===== src/rtl/pwmpair_pkg.sv =====
package pwmpair_pkg;

  // One shared prescaler feeds exactly one channel pair.
  localparam int PAIR = 2;

  // Write addresses.
  localparam int A_PSC  = 0;
  localparam int A_CTRL = 1;
  localparam int A_DIV  = 2;
  localparam int A_TRIG = 3;
  localparam int A_CLR  = 4;
  localparam int A_PER0 = 5;  // period of channel i at A_PER0 + 2*i, compare one above

  typedef struct packed {
    logic       en;
    logic       center;
    logic       inv;
    logic       per_at_top;
    logic       duty_on_up;
    logic [2:0] div;
    logic [3:0] trig_en;      // {bottom, top, fall, rise}
  } chan_cfg_t;

  // Low-bit mask of the divider counter that must be all ones for a tick.
  function automatic logic [3:0] div_mask(input logic [2:0] code);
    case (code)
      3'd0:    div_mask = 4'h1;
      3'd1:    div_mask = 4'h3;
      3'd2:    div_mask = 4'h7;
      3'd3:    div_mask = 4'hF;
      default: div_mask = 4'h0;
    endcase
  endfunction

endpackage


===== src/rtl/pwmpair_regs.sv =====
module pwmpair_regs
  import pwmpair_pkg::*;
#(
  parameter int CNT_W  = 16,
  parameter int PSC_W  = 8,
  parameter int DATA_W = 16,
  parameter int ADDR_W = 4
) (
  input  logic                        clk,
  input  logic                        rst_n,
  input  logic                        wr_en,
  input  logic [ADDR_W-1:0]           wr_addr,
  input  logic [DATA_W-1:0]           wr_data,
  output logic [PSC_W-1:0]            psc_o,
  output chan_cfg_t [PAIR-1:0]        cfg_o,
  output logic [PAIR-1:0][CNT_W-1:0]  per_o,
  output logic [PAIR-1:0][CNT_W-1:0]  cmp_o,
  output logic [PAIR-1:0]             clr_per_o,
  output logic [PAIR-1:0]             clr_duty_o
);

  localparam int CTRL_W = 5 * PAIR;
  localparam int DIV_W  = 4 * PAIR;

  logic [PSC_W-1:0]            psc_q,  psc_n;
  logic [CTRL_W-1:0]           ctrl_q, ctrl_n;
  logic [DIV_W-1:0]            div_q,  div_n;
  logic [DIV_W-1:0]            trg_q,  trg_n;
  logic [PAIR-1:0][CNT_W-1:0]  per_q,  per_n;
  logic [PAIR-1:0][CNT_W-1:0]  cmp_q,  cmp_n;

  function automatic logic hit(input logic [ADDR_W-1:0] a, input int target);
    hit = (a == ADDR_W'(target));
  endfunction

  always_comb begin
    psc_n  = psc_q;
    ctrl_n = ctrl_q;
    div_n  = div_q;
    trg_n  = trg_q;
    per_n  = per_q;
    cmp_n  = cmp_q;
    if (wr_en) begin
      if (hit(wr_addr, A_PSC))  psc_n  = wr_data[PSC_W-1:0];
      if (hit(wr_addr, A_CTRL)) ctrl_n = wr_data[CTRL_W-1:0];
      if (hit(wr_addr, A_DIV))  div_n  = wr_data[DIV_W-1:0];
      if (hit(wr_addr, A_TRIG)) trg_n  = wr_data[DIV_W-1:0];
      for (int i = 0; i < PAIR; i++) begin
        if (hit(wr_addr, A_PER0 + 2*i))     per_n[i] = wr_data[CNT_W-1:0];
        if (hit(wr_addr, A_PER0 + 2*i + 1)) cmp_n[i] = wr_data[CNT_W-1:0];
      end
    end
  end

  always_ff @(posedge clk or negedge rst_n) begin
    if (!rst_n) begin
      psc_q  <= '0;
      ctrl_q <= '0;
      div_q  <= '0;
      trg_q  <= '0;
      per_q  <= '0;
      cmp_q  <= '0;
    end else begin
      psc_q  <= psc_n;
      ctrl_q <= ctrl_n;
      div_q  <= div_n;
      trg_q  <= trg_n;
      per_q  <= per_n;
      cmp_q  <= cmp_n;
    end
  end

  assign psc_o = psc_q;
  assign per_o = per_q;
  assign cmp_o = cmp_q;

  for (genvar i = 0; i < PAIR; i++) begin : g_dec
    assign cfg_o[i].en         = ctrl_q[i];
    assign cfg_o[i].center     = ctrl_q[PAIR + i];
    assign cfg_o[i].inv        = ctrl_q[2*PAIR + i];
    assign cfg_o[i].per_at_top = ctrl_q[3*PAIR + i];
    assign cfg_o[i].duty_on_up = ctrl_q[4*PAIR + i];
    assign cfg_o[i].div        = div_q[4*i +: 3];
    assign cfg_o[i].trig_en    = trg_q[4*i +: 4];
    assign clr_per_o[i]  = wr_en && hit(wr_addr, A_CLR) && wr_data[2*i];
    assign clr_duty_o[i] = wr_en && hit(wr_addr, A_CLR) && wr_data[2*i+1];
  end

endmodule


===== src/rtl/pwmpair_psc.sv =====
module pwmpair_psc #(
  parameter int PSC_W = 8
) (
  input  logic             clk,
  input  logic             rst_n,
  input  logic [PSC_W-1:0] psc,
  output logic             tick_o
);

  logic [PSC_W-1:0] cnt_q, cnt_n;
  logic             tick;

  always_comb begin
    tick  = (psc != '0) && (cnt_q >= psc);
    cnt_n = (tick || psc == '0) ? '0 : cnt_q + 1'b1;
  end

  always_ff @(posedge clk or negedge rst_n) begin
    if (!rst_n) cnt_q <= '0;
    else        cnt_q <= cnt_n;
  end

  assign tick_o = tick;

  // the shared time base never advances on two cycles in a row
  tick_spacing_chk: assert property (@(posedge clk) disable iff (!rst_n)
    tick |=> !tick);

endmodule


===== src/rtl/pwmpair_chan.sv =====
module pwmpair_chan
  import pwmpair_pkg::*;
#(
  parameter int CNT_W = 16
) (
  input  logic             clk,
  input  logic             rst_n,
  input  logic             psc_tick,
  input  chan_cfg_t        cfg,
  input  logic [CNT_W-1:0] shd_per,
  input  logic [CNT_W-1:0] shd_cmp,
  input  logic             clr_per,
  input  logic             clr_duty,
  output logic             pwm_o,
  output logic             per_flag_o,
  output logic             duty_flag_o,
  output logic             trig_o
);

  localparam logic [CNT_W-1:0] ONE = CNT_W'(1);

  logic [CNT_W-1:0] cnt_q, cnt_n, act_per_q, act_per_n, act_cmp_q, act_cmp_n;
  logic [3:0]       div_q, div_n, mask;
  logic             up_q, up_n, pwm_q, pwm_d;
  logic             per_f_q, per_f_n, duty_f_q, duty_f_n, trig_q, trig_n;
  logic             tick, live, at_top, at_bot, going_up, duty_hit, per_hit;
  logic             rise, fall;

  // Event decode
  always_comb begin
    mask     = div_mask(cfg.div);
    tick     = cfg.en && psc_tick && ((div_q & mask) == mask);
    live     = tick && (act_per_q != '0);
    at_top   = live && (cnt_q == act_per_q);
    at_bot   = live && (cnt_q == '0);
    going_up = cfg.center && up_q;
    duty_hit = live && (cnt_q == act_cmp_q) && (cfg.duty_on_up == going_up);
    per_hit  = cfg.per_at_top ? at_top : at_bot;
    pwm_d    = cfg.en && (cnt_q < act_cmp_q);
    rise     = pwm_d && !pwm_q;
    fall     = !pwm_d && pwm_q;
  end

  // Counter, shadow transfer and flag next state
  always_comb begin
    div_n     = cfg.en ? (psc_tick ? div_q + 4'd1 : div_q) : 4'd0;
    cnt_n     = cnt_q;
    up_n      = up_q;
    act_per_n = act_per_q;
    act_cmp_n = act_cmp_q;
    if (!cfg.en) begin
      cnt_n     = '0;
      up_n      = 1'b1;
      act_per_n = shd_per;
      act_cmp_n = shd_cmp;
    end else if (tick) begin
      if (cnt_q == '0) begin
        act_per_n = shd_per;
        act_cmp_n = shd_cmp;
        up_n      = 1'b1;
        if (cfg.center) cnt_n = (shd_per != '0) ? ONE : '0;
        else            cnt_n = shd_per;
      end else if (going_up && cnt_q < act_per_q) begin
        cnt_n = cnt_q + 1'b1;
      end else begin
        cnt_n = cnt_q - 1'b1;
        up_n  = 1'b0;
      end
    end
    per_f_n  = per_hit  || (per_f_q  && !clr_per);
    duty_f_n = duty_hit || (duty_f_q && !clr_duty);
    trig_n   = |(cfg.trig_en & {at_bot, at_top, fall, rise});
  end

  always_ff @(posedge clk or negedge rst_n) begin
    if (!rst_n) begin
      cnt_q     <= '0;
      up_q      <= 1'b1;
      act_per_q <= '0;
      act_cmp_q <= '0;
      div_q     <= '0;
      pwm_q     <= 1'b0;
      per_f_q   <= 1'b0;
      duty_f_q  <= 1'b0;
      trig_q    <= 1'b0;
    end else begin
      cnt_q     <= cnt_n;
      up_q      <= up_n;
      act_per_q <= act_per_n;
      act_cmp_q <= act_cmp_n;
      div_q     <= div_n;
      pwm_q     <= pwm_d;
      per_f_q   <= per_f_n;
      duty_f_q  <= duty_f_n;
      trig_q    <= trig_n;
    end
  end

  assign pwm_o       = pwm_q ^ cfg.inv;
  assign per_flag_o  = per_f_q;
  assign duty_flag_o = duty_f_q;
  assign trig_o      = trig_q;


  cnt_range_chk: assert property (@(posedge clk) disable iff (!rst_n)
    cfg.en |-> cnt_q <= act_per_q);


  cmp_shadow_chk: assert property (@(posedge clk) disable iff (!rst_n)
    (cfg.en && !(tick && cnt_q == '0)) |=> $stable(act_cmp_q));


  zero_period_chk: assert property (@(posedge clk) disable iff (!rst_n)
    (cfg.en && act_per_q == '0 && shd_per == '0) |=> cnt_q == '0);


  flag_sticky_chk: assert property (@(posedge clk) disable iff (!rst_n)
    (per_f_q && !clr_per) |=> per_f_q);

endmodule


===== src/rtl/pwm_pair_gen.sv =====
module pwm_pair_gen
  import pwmpair_pkg::*;
#(
  parameter int CNT_W  = 16,
  parameter int PSC_W  = 8,
  parameter int DATA_W = 16,
  parameter int ADDR_W = 4
) (
  input  logic              clk,
  input  logic              rst_n,
  input  logic              wr_en,
  input  logic [ADDR_W-1:0] wr_addr,
  input  logic [DATA_W-1:0] wr_data,
  output logic [PAIR-1:0]   pwm_out,
  output logic [PAIR-1:0]   period_flag,
  output logic [PAIR-1:0]   duty_flag,
  output logic [PAIR-1:0]   adc_trig
);

  logic [PSC_W-1:0]           psc;
  chan_cfg_t [PAIR-1:0]       cfg;
  logic [PAIR-1:0][CNT_W-1:0] shd_per, shd_cmp;
  logic [PAIR-1:0]            clr_per, clr_duty;
  logic                       psc_tick;

  pwmpair_regs #(
    .CNT_W(CNT_W), .PSC_W(PSC_W), .DATA_W(DATA_W), .ADDR_W(ADDR_W)
  ) u_regs (
    .clk(clk), .rst_n(rst_n), .wr_en(wr_en), .wr_addr(wr_addr), .wr_data(wr_data),
    .psc_o(psc), .cfg_o(cfg), .per_o(shd_per), .cmp_o(shd_cmp),
    .clr_per_o(clr_per), .clr_duty_o(clr_duty)
  );

  pwmpair_psc #(.PSC_W(PSC_W)) u_psc (
    .clk(clk), .rst_n(rst_n), .psc(psc), .tick_o(psc_tick)
  );

  for (genvar i = 0; i < PAIR; i++) begin : g_ch
    pwmpair_chan #(.CNT_W(CNT_W)) u_chan (
      .clk(clk), .rst_n(rst_n), .psc_tick(psc_tick), .cfg(cfg[i]),
      .shd_per(shd_per[i]), .shd_cmp(shd_cmp[i]),
      .clr_per(clr_per[i]), .clr_duty(clr_duty[i]),
      .pwm_o(pwm_out[i]), .per_flag_o(period_flag[i]),
      .duty_flag_o(duty_flag[i]), .trig_o(adc_trig[i])
    );
  end

endmodule


===== config.mk =====
export PLATFORM = sky130hd
export DESIGN_NAME = pwm_pair_gen
export DESIGN_NICKNAME = d
export VERILOG_FILES = /design/src/rtl/pwmpair_pkg.sv /design/src/rtl/pwmpair_regs.sv /design/src/rtl/pwmpair_psc.sv /design/src/rtl/pwmpair_chan.sv /design/src/rtl/pwm_pair_gen.sv
export SDC_FILE = /design/constraint.sdc
export NUM_CORES = 1
export LEC_CHECK = 0
export BUFFER_PORTS_ARGS = -buffer_cell sky130_fd_sc_hd__clkbuf_2
export CELL_PAD_IN_SITES_DETAIL_PLACEMENT = 1
export CELL_PAD_IN_SITES_GLOBAL_PLACEMENT = 2
export CORE_MARGIN = 5
export CORE_UTILIZATION = 30
export DETAILED_ROUTE_END_ITERATION = 16
export PLACE_DENSITY = 0.61
export SYNTH_ARGS = -nofsm -noshare
export SYNTH_HDL_FRONTEND = slang
export SYNTH_HIERARCHICAL = 1
export SYNTH_SLANG_ARGS = --single-unit

===== constraint.sdc =====
create_clock -name clk -period 5.06 [get_ports clk]
set_clock_uncertainty 0.2 [all_clocks]
set_input_delay 0.506 -clock clk [delete_from_list [all_inputs] [get_ports clk]]
set_output_delay 0.506 -clock clk [all_outputs]
set_load 0.05 [all_outputs]

# After elaboration in Yosys (flattened, before gate mapping)
# Cells that the tools add are included.
# Widths: inputs -> output; s select.
[op_classes]
eq_ne = 30
bitwise_logic = 6
muxes = 41
addsub = 7
n_reduce_logical = 72
order_cmp = 5
[ops]
columns = ["operator", "count"]
rows = [
  ["$mux 16", 22],
  ["$eq 16x16->1", 4],
  ["$lt 16x16->1", 4],
  ["$reduce_bool 16->1", 4],
  ["$logic_and 1x1->1", 34],
  ["$add 16x1->16 const B", 2],
  ["$logic_not 16->1", 2],
  ["$pmux 4 s4", 2],
  ["$sub 16x1->16 const B", 2],
  ["$reduce_and 2->1", 12],
  ["$and 4x4->4", 4],
  ["$eq 4x3->1 const B", 4],
  ["$mux 4", 4],
  ["$eq 3x2->1 const B", 4],
  ["$mux 1", 12],
  ["$ne 2x1->1 const B", 6],
  ["$add 4x1->4 const B", 2],
  ["$add 8x1->8 const B", 1],
  ["$eq 4x2->1 const B", 2],
  ["$eq 4x4->1", 2],
  ["$ge 8x8->1", 1],
  ["$logic_not 1->1", 8],
  ["$logic_not 8->1", 1],
  ["$mux 8", 1],
  ["11 further kinds", 21],
]
[word_totals]
output_inout_bits = 8
input_bits = 23
ff_bits = 219
word_cells = 188

# Depth between registers and ports, before layout
[logic_depth]
ltp_word = 9
depth_mapped = 15
ltp_nobuf = 15

# By module
# Netlist, hierarchy kept.
[by_module_without_submodules]
columns = ["mod", "seq_area_each_um2", "n_inst", "area_per_inst_um2", "cells_each"]
rows = [
  ["pwmpair_chan at g_ch[1].u_chan", 1427.6, 1, 3988.8, 455],
  ["pwmpair_chan at g_ch[0].u_chan", 1427.6, 1, 3933.8, 430],
  ["pwmpair_regs", 2402.3, 1, 3697.3, 217],
  ["pwmpair_psc", 200.2, 1, 588.1, 61],
]

# Worst setup path before layout
# OpenSTA, ideal clock, no wires.
[synth_timing]
kind = "flip-flop to flip-flop"
startpoint = "register g_ch[0].u_chan.cnt_q[7]"
endpoint = "register g_ch[0].u_chan.cnt_q[12]"
t_required_ns = 4.775
setup_ns = 0.085
stages_incl_launch_ff = 14
slack_ns = 1.088
path_buffers = 0
t_arrival_ns = 3.687
period_less_slack_ns = 3.972
cell_sequence = "dfrtp_1 ha_1 nand2_1 o21a_1 o211a_1 o211ai_1 inv_1 fa_1 o21ai_2 a31oi_1 a211oi_1 a21boi_0 xor2_1 o21ai_0"
[synth_via]
elab_chain_cells = 6
elab_cells_between_ends = 9
classes_between = "2 x add/sub; 1 x order compare; 4 x mux; 2 x reduce/logical"
[synth_lines]
columns = ["element", "line_no", "rtl"]
rows = [
  ["from (decl)", "pwmpair_chan.sv:22", "logic [CNT_W-1:0] cnt_q, cnt_n, act_per_q, act_per_n, act_cmp_q, act_cmp_n;"],
  ["from (signal assigned)", "pwmpair_chan.sv:87", "cnt_q <= cnt_n;"],
  ["$lt 16x16->1", "pwmpair_chan.sv:63", "end else if (going_up && cnt_q < act_per_q) begin"],
  ["$logic_and 1x1->1", "pwmpair_chan.sv:63", ""],
  ["$mux 16", "pwmpair_chan.sv:63", ""],
  ["$mux 16 (*)", "pwmpair_chan.sv:57", "if (cnt_q == '0) begin"],
  ["$mux 16 (*)", "pwmpair_chan.sv:56", "end else if (tick) begin"],
  ["$mux 16 (*)", "pwmpair_chan.sv:51", "if (!cfg.en) begin"],
]
# Every way passes the cells marked *; elsewhere a longest branch is shown, timed or not. The select of a mux whose other input is x is not followed.
# A chain may end at the register's enable or synchronous reset.

# Worst setup path in the final report
[layout_timing]
startpoint = "register g_ch[0].u_chan.cnt_q[9]"
endpoint = "register g_ch[0].u_chan.cnt_q[12]"
# The elaborated chain is that of the path after synthesis.

==> flow_summary.yaml <==
status:
  status: "complete, no violations"
floorplan:
  start_util_pct: 30.1
  die_area_mm2: 0.0448
  rows: 74
  pin_count: 31
  die_w_um: 212
  die_h_um: 212
  coreArea_mm2: 0.0406
synth:
  ys_seq_area_share_pct: 44.7
  synth_cell_types: 82
  yosys-top-cells-area: "dfrtp_1 44%, ha_1 11%, mux2_2 9.1%, nand2_1 3.2%, o21ai_0 2.9%"
  syn_nets: 1297
  synth-seq-cells: 218
  synth_edf_count: 0
  synthFlopType: "dfrtp_1"
  synth_most_common_cell: "dfrtp_1"
  yosysTopAreaCellShare_pct: 44.3
  yosysWarnings: 6
  avgSynthCellArea_um2: 10.5
  syn_area_mm2: 0.0122
  synth-async-reset-ratio_pct: 100
  yosysTopAreaCell: "dfrtp_1"
  yosys-top-cells-count: "216 x dfrtp_1, 109 x ha_1, 104 x nand2_1, 99 x mux2_2, 93 x inv_1"
  synthCells: 1163
global_route:
  first_global_vias: 9410
  grt_pass1_wl_mm: 57.8
  grt_usage_pct: 16.5
  antenna_found_initial: 3
  grt_max_degree: 112
  overflow: 0
setup_path:
  worstPathRequired_ps: 5320
  critPathKind: "flip-flop to flip-flop"
  critPathArrivalTime_ps: 4540
  rrSetupSlack_ps: 780
  max_stage_delay_ps: 530
  start_kind: "flip-flop"
  crit_path_end_kind: "flip-flop"
  critPathMaxFanout: 7
  slowest_stage: "o211ai_1"
  crit_chain: "ha_1 -> nand4_1 -> o211a_1 -> o211ai_1 -> inv_1 -> fa_1 -> o21ai_2 -> a31oi_1 -> a211oi_1 -> a21boi_0 -> xor2_1 -> o21ai_0"
power:
  peakVddDrop_uv: 233
  power_density_mw_per_mm2: 498
  p_leak_nw: 6.50
place:
  gp_congestion: 0.782
  dp_hpwl_mm: 26.5
  port_buffers: 30
  dp_cells: 1706
  dpl_worst_slack_ps: 769
clock_network:
  cts_tree: "built"
  cts_setup_buffers: 0
  clkLatencyLatePin_ps: 550
  cts_max_level: 1
  cts.sinks: 218
  cts.repair.resized: 0
  cts_buffer_depth: 3
  root_buffer: "clkbuf_16"
  clkTransAtPathRegs_ps: 60
  numCtsBuffers: 28
detailed_routing:
  routed_wl_mm: 36.8
  drtIter0Drc: 486
  dr_total_vias: 8890
  first_pass_iters: 4
  ant_nets: 0
  drc: 0
  vias_per_cell: 5.06
  wire_per_inst_um: 20.9
layout:
  fin_nets: 1339
  finalNonFillerCells: 1756
  area_growth_pct: 14.3
  diodes: 0
  drive_gt1_share_pct: 18.1
flow_run:
  max_cap_violations: 0
sta:
  setup_viol: 0
  finalSetupTns_ps: 0
  relSlewSlack_pct: 22.7
  whs_ps: 69.5
  fin_crit_ps: 4280
  tightest_slew_ps: 1160
  drv_slew: 0
  rsz0062_at_grt: "no"
  max_freq_ghz: 0.234
  fin_crit_sh_pct: 84.5
  finalHoldViolations: 0
  final.setup.worst_slack_ps: 785
min_path:
  hold_class: "input port to flip-flop"
logic make-up after synthesis:
family | synth area share, %
AO/OA/AOI/OAI | 13.9
AND/OR/NAND/NOR | 13.1
multiplexers | 9.64
buffers and inverters | 4.23
XOR/XNOR | 2.93
adder cells (fa/ha/maj) | 11.5
flip-flops | 44.7
power by group:
group / switching, mW / internal (mW) / leakage, nW
clock: 0.794 / 1.30 / 0.477
combinational: 1.42 / 0.885 / 3.26
sequential: 0.362 / 2.19 / 2.76
total: 2.57 / 4.38 / 6.50
area by class of cell:
type	count	area [um2]
clock buffer	38	800
clock inverter	11	163
fill	4563	26600
inverter	95	357
multi-input combinational	821	6240
sequential	218	5460
tap	532	666
timing repair buffer	41	270
state kept, by name (all words and copies together), names as in the netlist:
signal and flops:
g_ch.u_chan/act_cmp_q 32, g_ch.u_chan/act_per_q 32, g_ch.u_chan/cnt_q 32, u_regs/cmp_o 32, u_regs/per_o 32, u_regs/ctrl_q 10, g_ch.u_chan/div_q 8, u_psc/cnt_q 8
u_regs/psc_o 8, u_regs/trg_q 8, u_regs/div_q 6, g_ch.u_chan/duty_flag_o 2, g_ch.u_chan/per_flag_o 2, g_ch.u_chan/pwm_q 2, g_ch.u_chan/trig_o 2, g_ch.u_chan/up_q 2
timing repair:
item / in CTS / in global routing
hold endpoints to repair: 107 / 0
hold buffers: 1 / 0
setup endpoints to repair: 0 / 0
worst paths after layout:
check	startpoint	endpoint	cells past startpoint
max reg2reg	g_ch[0].u_chan/cnt_q[9]	g_ch[0].u_chan/cnt_q[12]	12
max	g_ch[0].u_chan/cnt_q[9]	g_ch[0].u_chan/cnt_q[12]	12
min in group asynchronous	rst_n	g_ch[1].u_chan/cnt_q[6]	2
min reg2reg	u_regs/cmp_o[23]	g_ch[1].u_chan/act_cmp_q[7]	2
max in group asynchronous	rst_n	u_psc/cnt_q[3]	3
min	wr_data[13]	u_regs/cmp_o[13]	2
through the flow:
| stage | instance area [um2] | utilization, % | total power [mW] |
|---|---|---|---|
| detailed placement | 13000 | 32.0 | 4.92 |
| CTS | 14000 | 34.4 | 7.08 |
| finish | 14000 | 34.4 | 6.95 |
| global placement | 13000 | 32.0 | 4.87 |
| floorplan | 12200 | - | 4.14 |
| global route | 14000 | 34.4 | 7.47 |
critical path: cells and delay by family, from the launching register on:
kind | cells | cell delay (ps)
fa+ha+maj | 2 | 830
xor+xnor | 1 | 170
flops | 1 | 490
compound gates | 7 | 2070
buf+inv | 1 | 260
simple gates | 1 | 160
cell usage in the layout (no fill, tap or decap), types with 15 or more instances in the layout:
cell type	count
nand3_1	17
ha_1	109
mux2_2	99
inv_1	93
dfrtp_1	216
o21ai_1	33
nor4_1	24
nor2_1	41
xor2_1	24
clkbuf_16	29
nand4_1	25
a21oi_1	61
clkbuf_2	29
nand2_1	104
o21ai_0	71
a21o_1	24
a22oi_1	15
xnor2_1	15
per-layer routing:
metal	share of wire (%)	up-vias	global-route usage, %
met1	48	4507	23.5
met5	0.079	-	0
met2	47	85	26.9
li1	-	4255	-
met4	2.0	4	3.40
met3	2.9	39	2.36
Power figures use the tool's default switching activity.
